--- src/rtl/snd_tm_pkg.sv ---
package snd_tm_pkg;
  localparam int ADDR_W = 16;
  localparam int DATA_W = 8;
  localparam int LVL_W  = 4;
  localparam int DPCM_W = 7;
  localparam int STEP_W = 5;

  localparam logic [ADDR_W-1:0] WIN_BASE    = 16'h4000;
  localparam int                WIN_SPAN    = 32;
  localparam logic [ADDR_W-1:0] STATUS_ADDR = 16'h4015;
  localparam logic [ADDR_W-1:0] JOY_ADDR0   = 16'h4016;
  localparam logic [ADDR_W-1:0] TST_PP_ADDR = 16'h4018;
  localparam logic [ADDR_W-1:0] TST_NT_ADDR = 16'h4019;
  localparam logic [ADDR_W-1:0] TST_DP_ADDR = 16'h401A;

  typedef struct packed {
    logic sel_pp;   // pulse pair readback
    logic sel_nt;   // noise/triangle readback
    logic sel_dp;   // sample channel readback
    logic wr_step;  // step/lock write
    logic iso;      // isolate external bus
    logic joy;      // controller read strobe
  } tm_dec_t;

  // Two levels side by side, high one in the upper half.
  function automatic logic [DATA_W-1:0] pack_pair(input logic [LVL_W-1:0] hi,
                                                  input logic [LVL_W-1:0] lo);
    return {hi, lo};
  endfunction

  // Zero-extend the sample channel level to a full byte.
  function automatic logic [DATA_W-1:0] widen_dpcm(input logic [DPCM_W-1:0] v);
    return {{(DATA_W-DPCM_W){1'b0}}, v};
  endfunction

  function automatic logic in_window(input logic [ADDR_W-1:0] a);
    return (a >= WIN_BASE) && (a < WIN_BASE + ADDR_W'(WIN_SPAN));
  endfunction
endpackage

--- src/rtl/snd_tm_decode.sv ---
module snd_tm_decode
  import snd_tm_pkg::*;
(
  input  logic              clk,
  input  logic              rst_n,
  input  logic [ADDR_W-1:0] addr,
  input  logic              rd_en,
  input  logic              wr_en,
  input  logic              test_en,
  output tm_dec_t           dec
);
  logic win_hit, joy_hit;

  always_comb begin
    win_hit = in_window(addr);
    joy_hit = (addr == JOY_ADDR0) || (addr == JOY_ADDR0 + 16'd1);
    dec = '0;
    dec.sel_pp  = rd_en && test_en && (addr == TST_PP_ADDR);
    dec.sel_nt  = rd_en && test_en && (addr == TST_NT_ADDR);
    dec.sel_dp  = rd_en && test_en && (addr == TST_DP_ADDR);
    dec.wr_step = wr_en && test_en && (addr == TST_DP_ADDR);
    dec.joy     = rd_en && !test_en && joy_hit;
    dec.iso     = rd_en && (test_en ? win_hit : (addr == STATUS_ADDR));
  end

  assert_one_sel_R5: assert property (@(posedge clk) disable iff (!rst_n)
    $onehot0({dec.sel_pp, dec.sel_nt, dec.sel_dp}));
  assert_joy_quiet_R9: assert property (@(posedge clk) disable iff (!rst_n)
    dec.joy |-> (!test_en && !dec.iso));
  assert_iso_normal_R10: assert property (@(posedge clk) disable iff (!rst_n)
    (dec.iso && !test_en) |-> (addr == STATUS_ADDR));
  assert_iso_covers_R10: assert property (@(posedge clk) disable iff (!rst_n)
    (dec.sel_pp || dec.sel_nt || dec.sel_dp) |-> dec.iso);
endmodule

--- src/rtl/snd_tm_rdmux.sv ---
module snd_tm_rdmux
  import snd_tm_pkg::*;
(
  input  logic              clk,
  input  logic              rst_n,
  input  tm_dec_t           dec,
  input  logic [LVL_W-1:0]  dac_pulse1,
  input  logic [LVL_W-1:0]  dac_pulse2,
  input  logic [LVL_W-1:0]  dac_noise,
  input  logic [LVL_W-1:0]  dac_tri,
  input  logic [DPCM_W-1:0] dac_dpcm,
  output logic [DATA_W-1:0] rdata
);
  always_comb begin
    rdata = '0;
    if (dec.sel_pp) rdata = pack_pair(dac_pulse2, dac_pulse1);
    if (dec.sel_nt) rdata = pack_pair(dac_noise, dac_tri);
    if (dec.sel_dp) rdata = widen_dpcm(dac_dpcm);
  end

  assert_data_needs_sel_R5: assert property (@(posedge clk) disable iff (!rst_n)
    (rdata != '0) |-> (dec.sel_pp || dec.sel_nt || dec.sel_dp));
  assert_dp_msb_R4: assert property (@(posedge clk) disable iff (!rst_n)
    dec.sel_dp |-> !rdata[DATA_W-1]);
endmodule

--- src/rtl/snd_tm_ctrl.sv ---
module snd_tm_ctrl
  import snd_tm_pkg::*;
(
  input  logic              clk,
  input  logic              rst_n,
  input  logic              test_en,
  input  logic              wr_step,
  input  logic [STEP_W-1:0] step_in,
  input  logic              lock_in,
  output logic              tri_load,
  output logic [STEP_W-1:0] tri_step,
  output logic              lock_out
);
  logic lock_q;

  always_ff @(posedge clk or negedge rst_n) begin
    if (!rst_n) begin
      lock_q   <= 1'b0;
      tri_load <= 1'b0;
      tri_step <= '0;
    end else begin
      tri_load <= wr_step;
      if (wr_step) begin
        tri_step <= step_in;
        lock_q   <= lock_in;
      end
    end
  end

  assign lock_out = lock_q & test_en;

  assert_load_follows_R6: assert property (@(posedge clk) disable iff (!rst_n)
    wr_step |=> (tri_load && tri_step == $past(step_in)));
  assert_load_needs_write_R8: assert property (@(posedge clk) disable iff (!rst_n)
    tri_load |-> $past(wr_step));
  assert_lock_held_R8: assert property (@(posedge clk) disable iff (!rst_n)
    !$past(wr_step) |-> (lock_q == $past(lock_q)));
  assert_lock_gated_R7: assert property (@(posedge clk) disable iff (!rst_n)
    lock_out |-> test_en);
endmodule

--- src/rtl/snd_testreg.sv ---
module snd_testreg
  import snd_tm_pkg::*;
(
  input  logic              clk,
  input  logic              rst_n,
  input  logic              test_en,
  input  logic [ADDR_W-1:0] addr,
  input  logic [DATA_W-1:0] wdata,
  input  logic              rd_en,
  input  logic              wr_en,
  input  logic [LVL_W-1:0]  dac_pulse1,
  input  logic [LVL_W-1:0]  dac_pulse2,
  input  logic [LVL_W-1:0]  dac_noise,
  input  logic [LVL_W-1:0]  dac_tri,
  input  logic [DPCM_W-1:0] dac_dpcm,
  output logic [DATA_W-1:0] rdata,
  output logic              bus_iso,
  output logic              joy_rd,
  output logic              tri_load,
  output logic [STEP_W-1:0] tri_step,
  output logic              lock_out,
  output logic              clk_run_en
);
  tm_dec_t dec;
  logic    wdata_unused;

  // Bits between the step field and the lock bit carry nothing.
  assign wdata_unused = ^wdata[DATA_W-2:STEP_W];

  snd_tm_decode u_dec (
    .clk(clk), .rst_n(rst_n), .addr(addr), .rd_en(rd_en), .wr_en(wr_en),
    .test_en(test_en), .dec(dec)
  );

  snd_tm_rdmux u_mux (
    .clk(clk), .rst_n(rst_n), .dec(dec),
    .dac_pulse1(dac_pulse1), .dac_pulse2(dac_pulse2), .dac_noise(dac_noise),
    .dac_tri(dac_tri), .dac_dpcm(dac_dpcm), .rdata(rdata)
  );

  snd_tm_ctrl u_ctl (
    .clk(clk), .rst_n(rst_n), .test_en(test_en), .wr_step(dec.wr_step),
    .step_in(wdata[STEP_W-1:0]), .lock_in(wdata[DATA_W-1]),
    .tri_load(tri_load), .tri_step(tri_step), .lock_out(lock_out)
  );

  assign bus_iso    = dec.iso;
  assign joy_rd     = dec.joy;
  assign clk_run_en = rst_n | test_en;

  assert_clk_run_R11: assert property (@(posedge clk)
    !clk_run_en |-> (!test_en && !rst_n));
  assert_reset_quiet_R1: assert property (@(posedge clk)
    !rst_n |-> (!lock_out && !tri_load));
endmodule

--- config.mk ---
export PLATFORM = sky130hd
export DESIGN_NAME = snd_testreg
export DESIGN_NICKNAME = d
export VERILOG_FILES = /design/src/rtl/snd_tm_pkg.sv /design/src/rtl/snd_tm_decode.sv /design/src/rtl/snd_tm_rdmux.sv /design/src/rtl/snd_tm_ctrl.sv /design/src/rtl/snd_testreg.sv
export SDC_FILE = /design/constraint.sdc
export NUM_CORES = 1
export LEC_CHECK = 0
export BUFFER_PORTS_ARGS = -buffer_cell sky130_fd_sc_hd__clkbuf_2
export CORE_MARGIN = 4
export CORE_UTILIZATION = 29
export DETAILED_ROUTE_END_ITERATION = 7
export GPL_TIMING_DRIVEN = 1
export PLACE_DENSITY = 0.83
export SYNTH_ARGS = -nofsm -noshare
export SYNTH_HDL_FRONTEND = slang
export SYNTH_SLANG_ARGS = --single-unit
--- constraint.sdc ---
create_clock -name clk -period 1.5 [get_ports clk]
set_input_delay 0.075 -clock clk [delete_from_list [all_inputs] [get_ports clk]]
set_output_delay 0.075 -clock clk [all_outputs]
set_load 0.1 [all_outputs]
# Word-level counts from Yosys, hierarchy flattened
# Cells that the tools add are included.
[word_totals]
reg_bits = 7
in_bits = 52
word_cells = 29
[op_classes]
order_cmp = 2
n_eq_ne = 6
muxes = 4
bitwise = 2
n_reduce_logical = 12
[ops]
columns = ["cell", "count"]
rows = [
  ["16-bit by 15-bit equality test with 1-bit output (second input constant)", 6],
  ["8-bit two-way mux", 3],
  ["16-bit by 15-bit >= comparator with 1-bit output (second input constant)", 1],
  ["16-bit by 15-bit less-than comparator with 1-bit output (second input constant)", 1],
  ["1-bit logical AND", 10],
  ["1-bit AND", 1],
  ["1-bit logical NOT", 1],
  ["1-bit logical OR", 1],
  ["1-bit two-way mux", 1],
  ["1-bit OR", 1],
]

# Logic depth before layout (Yosys ltp)
# Gate-level depths: netlist of run 1.
[logic_depth]
word_depth = 5
mapped_depth = 6
mapped_depth_nobuf = 4

# Hierarchy
# A second synthesis of run 1 with hierarchy kept.
[unflattened]
hier_cells = 69
hier_area_um2 = 649.4
[modules_own_cells]
columns = ["mod", "n_inst", "cells_each", "area_per_inst_um2", "seq_area_each_um2"]
rows = [
  ["snd_tm_ctrl", 1, 15, 282.8, 175.2],
  ["snd_tm_rdmux", 1, 34, 210.2, 0.0],
  ["snd_tm_decode", 1, 19, 150.1, 0.0],
  ["snd_testreg", 1, 1, 6.3, 0.0],
]

# Worst setup path before layout of run 1
# No wires, ideal clock.
[synth_timing]
path_type = "input to output"
from = "in addr[15]"
to = "out joy_rd"
t_arrival_ns = 4.209
t_required_ns = 1.425
slack_ns = -2.784
stages = 3
cell_sequence = "or4_4 > or3_2 > nor4b_1"
[synth_between]
elab_chain_len = 3
[synth_lines]
columns = ["item", "line_no", "source"]
rows = [
  ["from (decl)", "snd_testreg.sv:7", "input logic [ADDR_W-1:0] addr,"],
  ["16-bit by 15-bit equality test with 1-bit output", "snd_tm_decode.sv:16", "joy_hit = (addr == JOY_ADDR0) || (addr == JOY_ADDR0 + 16'd1);"],
  ["1-bit logical OR (*)", "snd_tm_decode.sv:16", ""],
  ["1-bit logical AND (*)", "snd_tm_decode.sv:22", "dec.joy = rd_en && !test_en && joy_hit;"],
  ["to (decl)", "snd_testreg.sv:18", "output logic joy_rd,"],
]
# Every way passes the cells marked *; elsewhere a longest branch is shown, timed or not.

# Worst setup path after layout of run 1
[layout_timing]
from = "in addr[15]"
to = "out rdata[2]"
[layout_between]
elab_chain_len = 5
[layout_lines]
columns = ["item", "line_no", "source"]
rows = [
  ["16-bit by 15-bit equality test with 1-bit output", "snd_tm_decode.sv:18", "dec.sel_pp = rd_en && test_en && (addr == TST_PP_ADDR);"],
  ["1-bit logical AND", "snd_tm_decode.sv:18", ""],
  ["8-bit two-way mux", "snd_tm_rdmux.sv:16", "if (dec.sel_pp) rdata = pack_pair(dac_pulse2, dac_pulse1);"],
  ["8-bit two-way mux", "snd_tm_rdmux.sv:17", "if (dec.sel_nt) rdata = pack_pair(dac_noise, dac_tri);"],
  ["8-bit two-way mux (*)", "snd_tm_rdmux.sv:18", "if (dec.sel_dp) rdata = widen_dpcm(dac_dpcm);"],
  ["to (decl)", "snd_testreg.sv:16", "output logic [DATA_W-1:0] rdata,"],
]
# Marked as above.

==> results of run 1 <==
per-stage QoR:
stage	setup slack, ns	utilization [%]	instances	instance area, um2
6_report	-0.287	70.6	174	1370
2_1_floorplan	-0.684	-	66	697
3_5_place_dp	-0.336	64.8	166	1260
3_3_place_gp	-0.293	64.8	166	1260
4_1_cts	-0.286	69.2	173	1340
5_1_grt	-0.314	70.6	174	1370
cell type report:
class                   count  area, um2
well taps                  27       33.8
repair buffers             81        627
flip-flops and latches      7        175
multi-input cells          54        504
fillers                   163        572
inverters                   1       3.75
clock buffers               4       26.3
cell families (layout without fill, tap and decap cells):
family / after synthesis / after routing / synth area share, %
AND/OR/NAND/NOR: 33 / 33 / 34.9
buffers and inverters: 5 / 86 / 4.65
AO/OA/AOI/OAI: 7 / 7 / 5.92
multiplexers: 14 / 14 / 24.9
flip-flops: 7 / 7 / 29.6
power groups by stage:
stage,sequential (mW),clock (mW),combinational (mW)
after global routing,0.189,0.184,0.184
final,0.189,0.166,0.169
after global placement,0.192,0,0.155
after CTS,0.189,0.172,0.166
after floorplan,0.193,0,0.0765
after detailed placement,0.192,0,0.161
flip-flops by register name (all words and copies together) (netlist names):
signal and flops:
u_ctl.tri_step 5, u_ctl.tri_load 1, u_ctl.lock_q 1
placed cells by master (no fill, tap or decap):
master / instances
clkbuf_4: 3
and2_1: 1
nor3_4: 1
nand2_2: 1
buf_4: 8
clkbuf_2: 56
nor3b_1: 1
mux2i_1: 8
buf_6: 5
nor2_1: 8
nor4_1: 1
a21oi_1: 7
dlygate4sd3_1: 1
nor3_1: 1
dfrtp_1: 7
nor4_4: 1
nor2b_1: 1
or4_4: 2
or2_2: 1
nor2_4: 8
clkbuf_1: 1
inv_1: 1
nor4b_4: 2
nand4b_1: 1
or3_4: 1
buf_12: 11
nand3b_1: 1
mux2_4: 5
nand2_1: 1
mux2_2: 1
worst min-delay path by stage:
stage                                     to  cells past startpoint     start
4_1_cts        u_ctl.tri_step[2]$_DFFE_PN0P_                      2  wdata[2]
3_3_place_gp        u_ctl.lock_q$_DFFE_PN0P_                      1     rst_n
6_report       u_ctl.tri_step[3]$_DFFE_PN0P_                      2  wdata[3]
5_1_grt        u_ctl.tri_step[2]$_DFFE_PN0P_                      2  wdata[2]
2_1_floorplan       u_ctl.lock_q$_DFFE_PN0P_                      0     rst_n
3_5_place_dp   u_ctl.tri_step[2]$_DFFE_PN0P_                      1     rst_n
metal layers:
| metal | vias up | global-route usage [%] |
|---|---|---|
| met5 | - | 0 |
| met4 | 0 | 3.83 |
| met3 | 0 | 3.38 |
| met2 | 49 | 27.3 |
| met1 | 361 | 19.0 |
| li1 | 394 | - |
what timing repair did:
action,4_1_cts,5_1_grt
gates cloned,0,0
setup endpoints to repair,10,10
buffers inserted,2,1
pin swaps,3,1
hold buffers,1,0
gates resized for setup,5,3
endpoints found under the hold margin,7,0
cell usage after synthesis:
library cell  instances
or4_4                 2
nor2b_1               1
nor3_4                1
nor4b_1               2
mux2i_1               8
dfrtp_1               7
or3_2                 1
nor4_4                1
mux2_2                6
buf_6                 1
nor4_1                1
buf_2                 1
nor2_1               16
a21oi_1               7
or2_2                 1
nand3b_1              1
clkbuf_1              2
nor3_1                1
nor3b_1               1
nand2_1               2
and2_1                1
inv_1                 1
nand4b_1              1
==> reports/results.ini, run 1 <==
[critical_path]
worstPathCellList = clkbuf_2 > or4_4 > or4_4 > buf_12 > nor2_4 > buf_12
crit_slowest_cell = or4_4
crit_start = addr[15]
rrSetupSlack_ns = 0.74
slowest_delay_ns = 0.56
timing.rr.end = u_ctl.tri_step[3]$_DFFE_PN0P_
cp_max_fo = 5
endpoint = rdata[2]
critical_path_class = input port to output pin
r2r_cells = 1
crit_family = simple AND/OR/NAND/NOR gates
crit_cells = 6
reg2reg_from = u_ctl.tri_step[3]$_DFFE_PN0P_
critPathLaunchType = input port
crit_buf_inv = 3
cp-end-kind = output pin
cp_data_required_time_ns = 1.42
arrival_ns = 1.71

[min_path]
hp-class = input port to flop

[timing]
worst_slew_pin_slew_ns = 0.543
min_period_over_period_pct = 119
finalHoldViolCount = 0
finalSetupViolations = 10
maxSlewHeadroom_pct = 64.0
hold_ws_ns = 0.0602
grt_setup_unrepaired = true
fin_tns_setup_ns = -2.41
finalClockSkew_ns = 0
maxSlewViolCount = 0
period_needed_ns = 1.79
fmax_mhz = 560
fin_ws_ns = -0.287

[status]
status = finished, violations left
violations = negative setup slack

[route]
wl_per_cell_um = 12.1
wl_met2_um = 1030
first_pass_iters = 2
routed_wl_um = 2110
highest_layer = met3
wl_met1_um = 776
via_per_inst = 4.62
postRouteAntennaNets = 0
detail_route.iter0.violations = 4
drc = 0
vias = 804
met3RoutedLength_um = 301

[yosys]
synth_nets = 118
yosysUniqueCellTypes = 23
synth_area_um2 = 592
ys_ff_latch = 7
syn_inst = 66
yosysWarnings = 0
synth_top_area_share_pct = 29.6
syn_avg_cell_area_um2 = 8.97
synthTopCellsByArea = dfrtp_1 30%, mux2i_1 14%, mux2_2 11%
seq_area_frac_synth_pct = 29.6
synth_top_cell_by_area = dfrtp_1

[grt]
grt_antenna_before_repair = 0
grt-ovfl-total = 0
grt_pass1_wl_um = 3300
grt_use_total_pct = 15.5
grt_pass1_vias = 778
grt_max_degree = 11

[floorplanning]
rows = 16
io_pins = 70
initial_core_util_pct = 30.5
dieArea_um2 = 2830
die_w_um = 53.2
fp.dieH_um = 53.2
coreArea_um2 = 1940

[clocking]
cts_num_sinks = 7
clk_pin_slew_worst_paths_ns = 0.05
cts_buffers = 3
clock-root-buffer = clkbuf_4
cts_tree = built
clock_latency_ns = 0.24
cts_buffer_depth = 2
htree_num_levels = 1

[cells_and_area]
nets = 200
drive_gt1_share_pct = 72.1
diodes = 0
syn_to_final_growth_pct = 132

[pwr]
pwr-share-seq_pct = 36.1
cellPowerDensity_nw_per_um2 = 382
p_leak_nw = 0.695
p_comb_share_pct = 32.2
p_total_uw = 524
switchingPower_uw = 147
intPower_uw = 376
clkPwrFrac_pct = 31.7
swShare_pct = 28.2
peakVddDrop_uv = 434

[place]
port_buffers = 67
gp_congestion = 0.770
dp_hpwl_um = 1780

[run]
drv_cap = 0

Power figures use the tool's default switching activity.
==> inputs of run 2 (changes only) <==
--- a/config.mk
+++ b/config.mk
@@ -7,10 +7,11 @@
 export LEC_CHECK = 0
 export BUFFER_PORTS_ARGS = -buffer_cell sky130_fd_sc_hd__clkbuf_2
 export CORE_MARGIN = 4
-export CORE_UTILIZATION = 29
+export CORE_UTILIZATION = 30
 export DETAILED_ROUTE_END_ITERATION = 7
 export GPL_TIMING_DRIVEN = 1
-export PLACE_DENSITY = 0.83
+export PLACE_DENSITY = 0.82
 export SYNTH_ARGS = -nofsm -noshare
 export SYNTH_HDL_FRONTEND = slang
+export SYNTH_HIERARCHICAL = 1
 export SYNTH_SLANG_ARGS = --single-unit
==> run 2 against run 1 <==
The flow still finishes with violations (negative setup slack); routed wire length up 21%; setup slack improved by 0.12 ns; cell area up 9.8%; worst hold slack got worse by 0.0089 ns; critical endpoint is now rdata[5]; fmax rose by 6.9%; sequential share of layout area down 1.1 points; non-clock buffer count rose by 1.
==> reports/results.ini, run 2 <==
[critical_path]
cp_max_fo = 8  ; +3
worstPathCellList = buf_6 > nand3b_1 > or4_1 > nor2_1 > buf_4 > nand3b_1 > a21oi_4 > buf_12
r2r_cells = 1  ; unchanged
cp_data_required_time_ns = 1.42  ; about the same
critPathLaunchType = input port
crit_family = simple AND/OR/NAND/NOR gates
timing.rr.end = u_ctl/tri_step[4]$_DFFE_PN0P_
worst_path_most_repeated_cell = nand3b_1
critical_path_class = input port to output pin
rrSetupSlack_ns = 0.72  ; -0.02 ns
crit_buf_inv = 3  ; unchanged
slowest_delay_ns = 0.47  ; -0.09 ns
cp-end-kind = output pin
crit_slowest_cell = or4_1
reg2reg_from = u_ctl/tri_step[4]$_DFFE_PN0P_
arrival_ns = 1.60  ; -0.11 ns

[grt]
grt_pass1_vias = 852  ; +9.5%
grt_pass1_wl_um = 3800  ; +15%
grt_max_degree = 9  ; -2
grt_use_total_pct = 17.9  ; +2.3 points
grt_antenna_before_repair = 0  ; unchanged
grt-ovfl-total = 0  ; unchanged

[clocking]
htree_num_levels = 1  ; unchanged
clk_pin_slew_worst_paths_ns = 0.05  ; about the same
cts_tree = built
clock_latency_ns = 0.25  ; about the same
cts_buffers = 3  ; unchanged
cts_buffer_depth = 2  ; unchanged
clock-root-buffer = clkbuf_4
cts_num_sinks = 7  ; unchanged

[timing]
fin_ws_ns = -0.171  ; +0.116 ns
finalClockSkew_ns = 0  ; unchanged
period_needed_ns = 1.67  ; -0.116 ns
finalSetupViolations = 9  ; -1
min_period_over_period_pct = 111  ; -7.7 points
worst_slew_pin_slew_ns = 0.550  ; +0.00668 ns
fmax_mhz = 598  ; +6.9%
grt_setup_unrepaired = true
finalHoldViolCount = 0  ; unchanged
maxSlewViolCount = 0  ; unchanged
fin_tns_setup_ns = -1.21  ; +1.19 ns
maxSlewHeadroom_pct = 63.5  ; -0.44 points

[yosys]
yosysUniqueCellTypes = 24  ; +4.3%
ys_ff_latch = 7  ; unchanged
synthTopCellsByArea = dfrtp_1 27%, mux2_4 14%, a21oi_1 11%
syn_inst = 69  ; +4.5%
yosysMostFrequentCell = a21oi_1
synth_edf_count = 0  ; unchanged
seq_area_frac_synth_pct = 27.0  ; -2.6 points
synthTopCellsByCount = 14 x a21oi_1, 9 x nand3b_1, 7 x dfrtp_1, 7 x nor2b_1, 6 x mux2_4
synth_nets = 121  ; +2.5%
synth_top_area_share_pct = 27.0  ; -2.6 points
synthArstFlopShare_pct = 100  ; unchanged
syn_avg_cell_area_um2 = 9.41  ; +5.0%
yosysWarnings = 6  ; +6
synthFlopType = dfrtp_1
synth_top_cell_by_area = dfrtp_1
synth_area_um2 = 649  ; +9.7%

[cells_and_area]
final_cell_mix = 55 x clkbuf_2, 10 x buf_4, 10 x buf_12
nets = 204  ; +2.0%
layout_commonest_cell = clkbuf_2
diodes = 0  ; unchanged
stdcell_count = 178  ; +2.3%
reg_top3 = u_ctl/tri_step: 5 flops, u_ctl/lock_q: 1 flops, u_ctl/tri_load: 1 flops
largest-register = u_ctl/tri_step
design_area_um2 = 1500  ; +9.8%
largest_reg_flops = 5  ; unchanged
syn_to_final_growth_pct = 132  ; about the same
drive_gt1_share_pct = 78.8  ; +6.7 points

[floorplanning]
coreArea_um2 = 2000  ; +3.1%
initial_core_util_pct = 32.4  ; +2.0 points
io_pins = 70  ; unchanged
fp.dieH_um = 54.5  ; +2.5%
die_w_um = 54.5  ; +2.5%
dieArea_um2 = 2970  ; +5.1%
rows = 16  ; unchanged

[route]
detail_route.iter0.violations = 6  ; +2
postRouteAntennaNets = 0  ; unchanged
drc = 0  ; unchanged
vias = 859  ; +6.8%
first_pass_iters = 4  ; +2
via_per_inst = 4.83  ; +4.4%
wl_per_cell_um = 14.4  ; +18%
routed_wl_um = 2560  ; +21%

[place]
dpl-instance-area_um2 = 1380  ; +9.5%
placed_cells = 171  ; +3.0%
dp_hpwl_um = 1970  ; +11%
gp_congestion = 0.697  ; -9.5%
port_buffers = 67  ; unchanged

[run]
drv_cap = 0  ; unchanged

[pwr]
pwr-share-seq_pct = 37.8  ; +1.7 points
cellPowerDensity_nw_per_um2 = 332  ; -13%
swShare_pct = 27.9  ; -0.29 points
switchingPower_uw = 139  ; -5.5%
intPower_uw = 360  ; -4.2%
clkPwrFrac_pct = 35.5  ; +3.8 points
p_leak_nw = 0.689  ; -0.88%
p_comb_share_pct = 26.7  ; -5.5 points
peakVddDrop_uv = 492  ; +13%

[status]
violations = negative setup slack
status = finished, violations left

[min_path]
min_path_cells = 2  ; unchanged
min_to = u_ctl/tri_step[1]$_DFFE_PN0P_
hp-class = input port to flop
hp-start = wdata[1]

run 2: worst max-delay path by stage:
stage               cells after the start     from  slack, ns                            end
finish                                  8  addr[2]      -0.17                       rdata[5]
global route                            8  addr[8]      -0.25                       rdata[5]
CTS                                     8  addr[2]      -0.16                       rdata[2]
detailed placement                      8  addr[5]      -0.24                       rdata[2]
global placement                        7  addr[5]      -0.19  u_ctl/tri_step[3]$_DFFE_PN0P_
floorplan                               6  addr[2]      -0.37                       rdata[5]
run 2: cell type report:
| class | instances | area, um2 |
|---|---|---|
| clock buffers | 4 | 26.3 |
| fillers | 153 | 498 |
| flip-flops and latches | 7 | 175 |
| well taps | 27 | 33.8 |
| repair buffers | 82 | 628 |
| multi-input cells | 58 | 641 |
run 2: per-layer routing:
metal / wire (um) / global-route usage [%] / vias up
li1: - / - / 418
met1: 904 / 19.5 / 388
met2: 1340 / 32.5 / 48
met3: 275 / 4.36 / 5
met4: 35 / 7.47 / 0
met5: 0 / 0 / -
run 2: cells by family after synthesis:
group / after synthesis / synth area share (%)
flip-flops: 7 / 27.0
AO/OA/AOI/OAI: 16 / 12.9
multiplexers: 6 / 13.9
AND/OR/NAND/NOR: 36 / 40.8
buffers and inverters: 4 / 5.39
run 2: through the flow:
stage	power [mW]	hold WS, ns	worst slack (ns)	util [%]
after detailed placement	0.315	-0.0745	-0.244	68.8
after global routing	0.528	0.0461	-0.249	75.1
after global placement	0.311	-0.0856	-0.195	68.8
after floorplan	0.224	-0.221	-0.371	-
after CTS	0.503	0.0404	-0.164	73.5
final	0.500	0.0513	-0.171	75.1
run 2: power groups by stage:
stage          combinational (mW)  sequential (mW)  clock [mW]
5_1_grt                     0.145            0.189       0.194
3_3_place_gp                0.119            0.192           0
6_report                    0.133            0.189       0.177
4_1_cts                     0.129            0.189       0.186
3_5_place_dp                0.123            0.192           0
2_1_floorplan              0.0316            0.193           0
run 2: timing repair:
item,CTS,global route
resized for setup,16,7
pin swaps,11,6
endpoints found under the setup margin,9,15
gates cloned,2,0
hold buffers,1,0
endpoints found under the hold margin,7,0
setup buffers,0,1
==> inputs of run 3 (changes only) <==
--- a/config.mk
+++ b/config.mk
@@ -10,6 +10,7 @@
 export CORE_UTILIZATION = 30
 export DETAILED_ROUTE_END_ITERATION = 7
 export GPL_TIMING_DRIVEN = 1
+export MAX_ROUTING_LAYER = met4
 export PLACE_DENSITY = 0.82
 export SYNTH_ARGS = -nofsm -noshare
 export SYNTH_HDL_FRONTEND = slang
==> run 3 against run 2 <==
The run still ends with negative setup slack left; combinational power is essentially flat; first-iteration DRC count stayed put; critical path depth stayed put; die area is the same; total power decreased by 0.21%; cell area did not move; routed wire length is 0.20% higher; critical path type unchanged.
==> reports/results.ini, run 3 (synthesized netlist as in run 2, its figures left out) <==
[critical_path]
critical_path_class = input port to output pin
critPathLaunchType = input port
r2r_cells = 1  ; unchanged
rrSetupSlack_ns = 0.72  ; about the same
crit_start = addr[2]
timing.rr.end = u_ctl/tri_step[4]$_DFFE_PN0P_
arrival_ns = 1.60  ; about the same
cp_max_fo = 8  ; unchanged
cp_data_required_time_ns = 1.42  ; about the same
cp-end-kind = output pin
reg2reg_from = u_ctl/tri_step[4]$_DFFE_PN0P_

[pwr]
intPower_uw = 360  ; about the same
swShare_pct = 27.7  ; -0.14 points
peakVddDrop_uv = 488  ; -0.65%
p_comb_share_pct = 26.8  ; about the same
cellPowerDensity_nw_per_um2 = 332  ; -0.21%
switchingPower_uw = 138  ; -0.71%
p_leak_nw = 0.689  ; unchanged
clkPwrFrac_pct = 35.3  ; -0.2 points
pwr-share-seq_pct = 37.9  ; about the same

[timing]
maxSlewHeadroom_pct = 63.3  ; -0.21 points
maxSlewViolCount = 0  ; unchanged
fmax_mhz = 598  ; unchanged
worst_slew_pin_slew_ns = 0.553  ; +0.00318 ns
hold_ws_ns = 0.0516  ; +0.000331 ns
grt_setup_unrepaired = true
period_needed_ns = 1.67  ; unchanged
finalSetupViolations = 9  ; unchanged
min_period_over_period_pct = 111  ; unchanged
fin_ws_ns = -0.171  ; unchanged
finalClockSkew_ns = 0  ; unchanged
finalHoldViolCount = 0  ; unchanged

[clocking]
htree_num_levels = 1  ; unchanged
cts_buffers = 3  ; unchanged
cts_num_sinks = 7  ; unchanged
clock_latency_ns = 0.25  ; about the same
cts_buffer_depth = 2  ; unchanged
cts_tree = built
clock-root-buffer = clkbuf_4
clk_pin_slew_worst_paths_ns = 0.05  ; about the same

[place]
dp_hpwl_um = 1970  ; unchanged
dpl-instance-area_um2 = 1380  ; unchanged
port_buffers = 67  ; unchanged
gp_congestion = 0.705  ; +1.1%

[cells_and_area]
nets = 204  ; unchanged
diodes = 0  ; unchanged
syn_to_final_growth_pct = 132  ; unchanged
final_cell_mix = 55 x clkbuf_2, 10 x buf_4, 10 x buf_12
fin_util_pct = 75.1  ; unchanged
largest-register = u_ctl/tri_step
layout_commonest_cell = clkbuf_2
reg_top3 = u_ctl/tri_step: 5 flops, u_ctl/lock_q: 1 flops, u_ctl/tri_load: 1 flops
drive_gt1_share_pct = 78.8  ; unchanged
design_area_um2 = 1500  ; unchanged
largest_reg_flops = 5  ; unchanged

[floorplanning]
coreArea_um2 = 2000  ; unchanged
io_pins = 70  ; unchanged
dieArea_um2 = 2970  ; unchanged
die_w_um = 54.5  ; unchanged
initial_core_util_pct = 32.4  ; unchanged
fp.dieH_um = 54.5  ; unchanged
rows = 16  ; unchanged

[run]
drv_cap = 0  ; unchanged

[route]
vias = 861  ; +0.23%
detail_route.iter0.violations = 6  ; unchanged
drc = 0  ; unchanged
first_pass_iters = 4  ; unchanged
routed_wl_um = 2560  ; +0.20%
postRouteAntennaNets = 0  ; unchanged
via_per_inst = 4.84  ; +0.23%
wl_per_cell_um = 14.4  ; +0.20%

[status]
violations = negative setup slack
status = finished, violations left

[grt]
grt_antenna_before_repair = 0  ; unchanged
grt-ovfl-total = 0  ; unchanged
grt_pass1_wl_um = 3800  ; unchanged
grt_max_degree = 9  ; unchanged
grt_pass1_vias = 852  ; unchanged
grt_use_total_pct = 18.4  ; +0.50 points

[min_path]
hp-class = input port to flop
min_to = u_ctl/tri_step[1]$_DFFE_PN0P_
hp-start = wdata[1]
min_path_cells = 2  ; unchanged

==> run 3: cell counts in the layout (fill, tap and decap cells not counted) <==
No cell type changed its count.
==> run 3: cell type report <==
| class | instances | area [um2] |
|---|---|---|
| Timing Repair Buffer | 82 | 628 |
| Sequential cell | 7 | 175 |
| Clock buffer | 4 | 26.3 |
| Tap cell | 27 | 33.8 |
| Fill cell | 153 | 498 |
| Multi-Input combinational cell | 58 | 641 |
==> run 3: through the flow <==
step                cells  TNS (ns)  total power [mW]  worst slack [ns]
floorplan              69     -3.50             0.224            -0.371
global placement      171     -2.47             0.311            -0.195
detailed placement    171     -3.07             0.315            -0.244
CTS                   178     -1.29             0.503            -0.164
global route          178     -2.00             0.528            -0.249
finish                178     -1.22             0.499            -0.171
==> run 3: layer usage <==
layer	global-route usage [%]	part of all wire, %
met1	20.0	36
met2	32.5	52
met3	3.54	10
met4	7.47	1.3
met5	-	0
==> run 3: how the worst max path moves through the flow <==
stage / to / slack [ns] / cells past startpoint
2_1_floorplan: rdata[5] / -0.37 / 6
3_3_place_gp: u_ctl/tri_step[3]$_DFFE_PN0P_ / -0.19 / 7
3_5_place_dp: rdata[2] / -0.24 / 8
4_1_cts: rdata[2] / -0.16 / 8
5_1_grt: rdata[5] / -0.25 / 8
6_report: rdata[5] / -0.17 / 8
==> run 3: worst max-delay path, stage by stage <==
cell and delay, ns:
buf_6 0.09, nand3b_1 0.17, or4_1 0.47, nor2_1 0.10
buf_4 0.17, nand3b_1 0.14, a21oi_4 0.20, buf_12 0.19
==> run 3: what timing repair did <==
action                                  CTS  global route
hold buffers                              1             0
cloned                                    2             0
endpoints found under the hold margin     7             0
resized for setup                        16             7
endpoints found under the setup margin    9            15
pin swaps                                11             6
setup buffers                             0             1
==> run 3: power by group through the flow <==
stage | Clock, mW | Combinational [mW] | Sequential, mW
after floorplan | 0 | 0.0316 | 0.193
after global placement | 0 | 0.119 | 0.192
after detailed placement | 0 | 0.123 | 0.192
after CTS | 0.186 | 0.129 | 0.189
after global routing | 0.194 | 0.145 | 0.189
final | 0.176 | 0.133 | 0.189
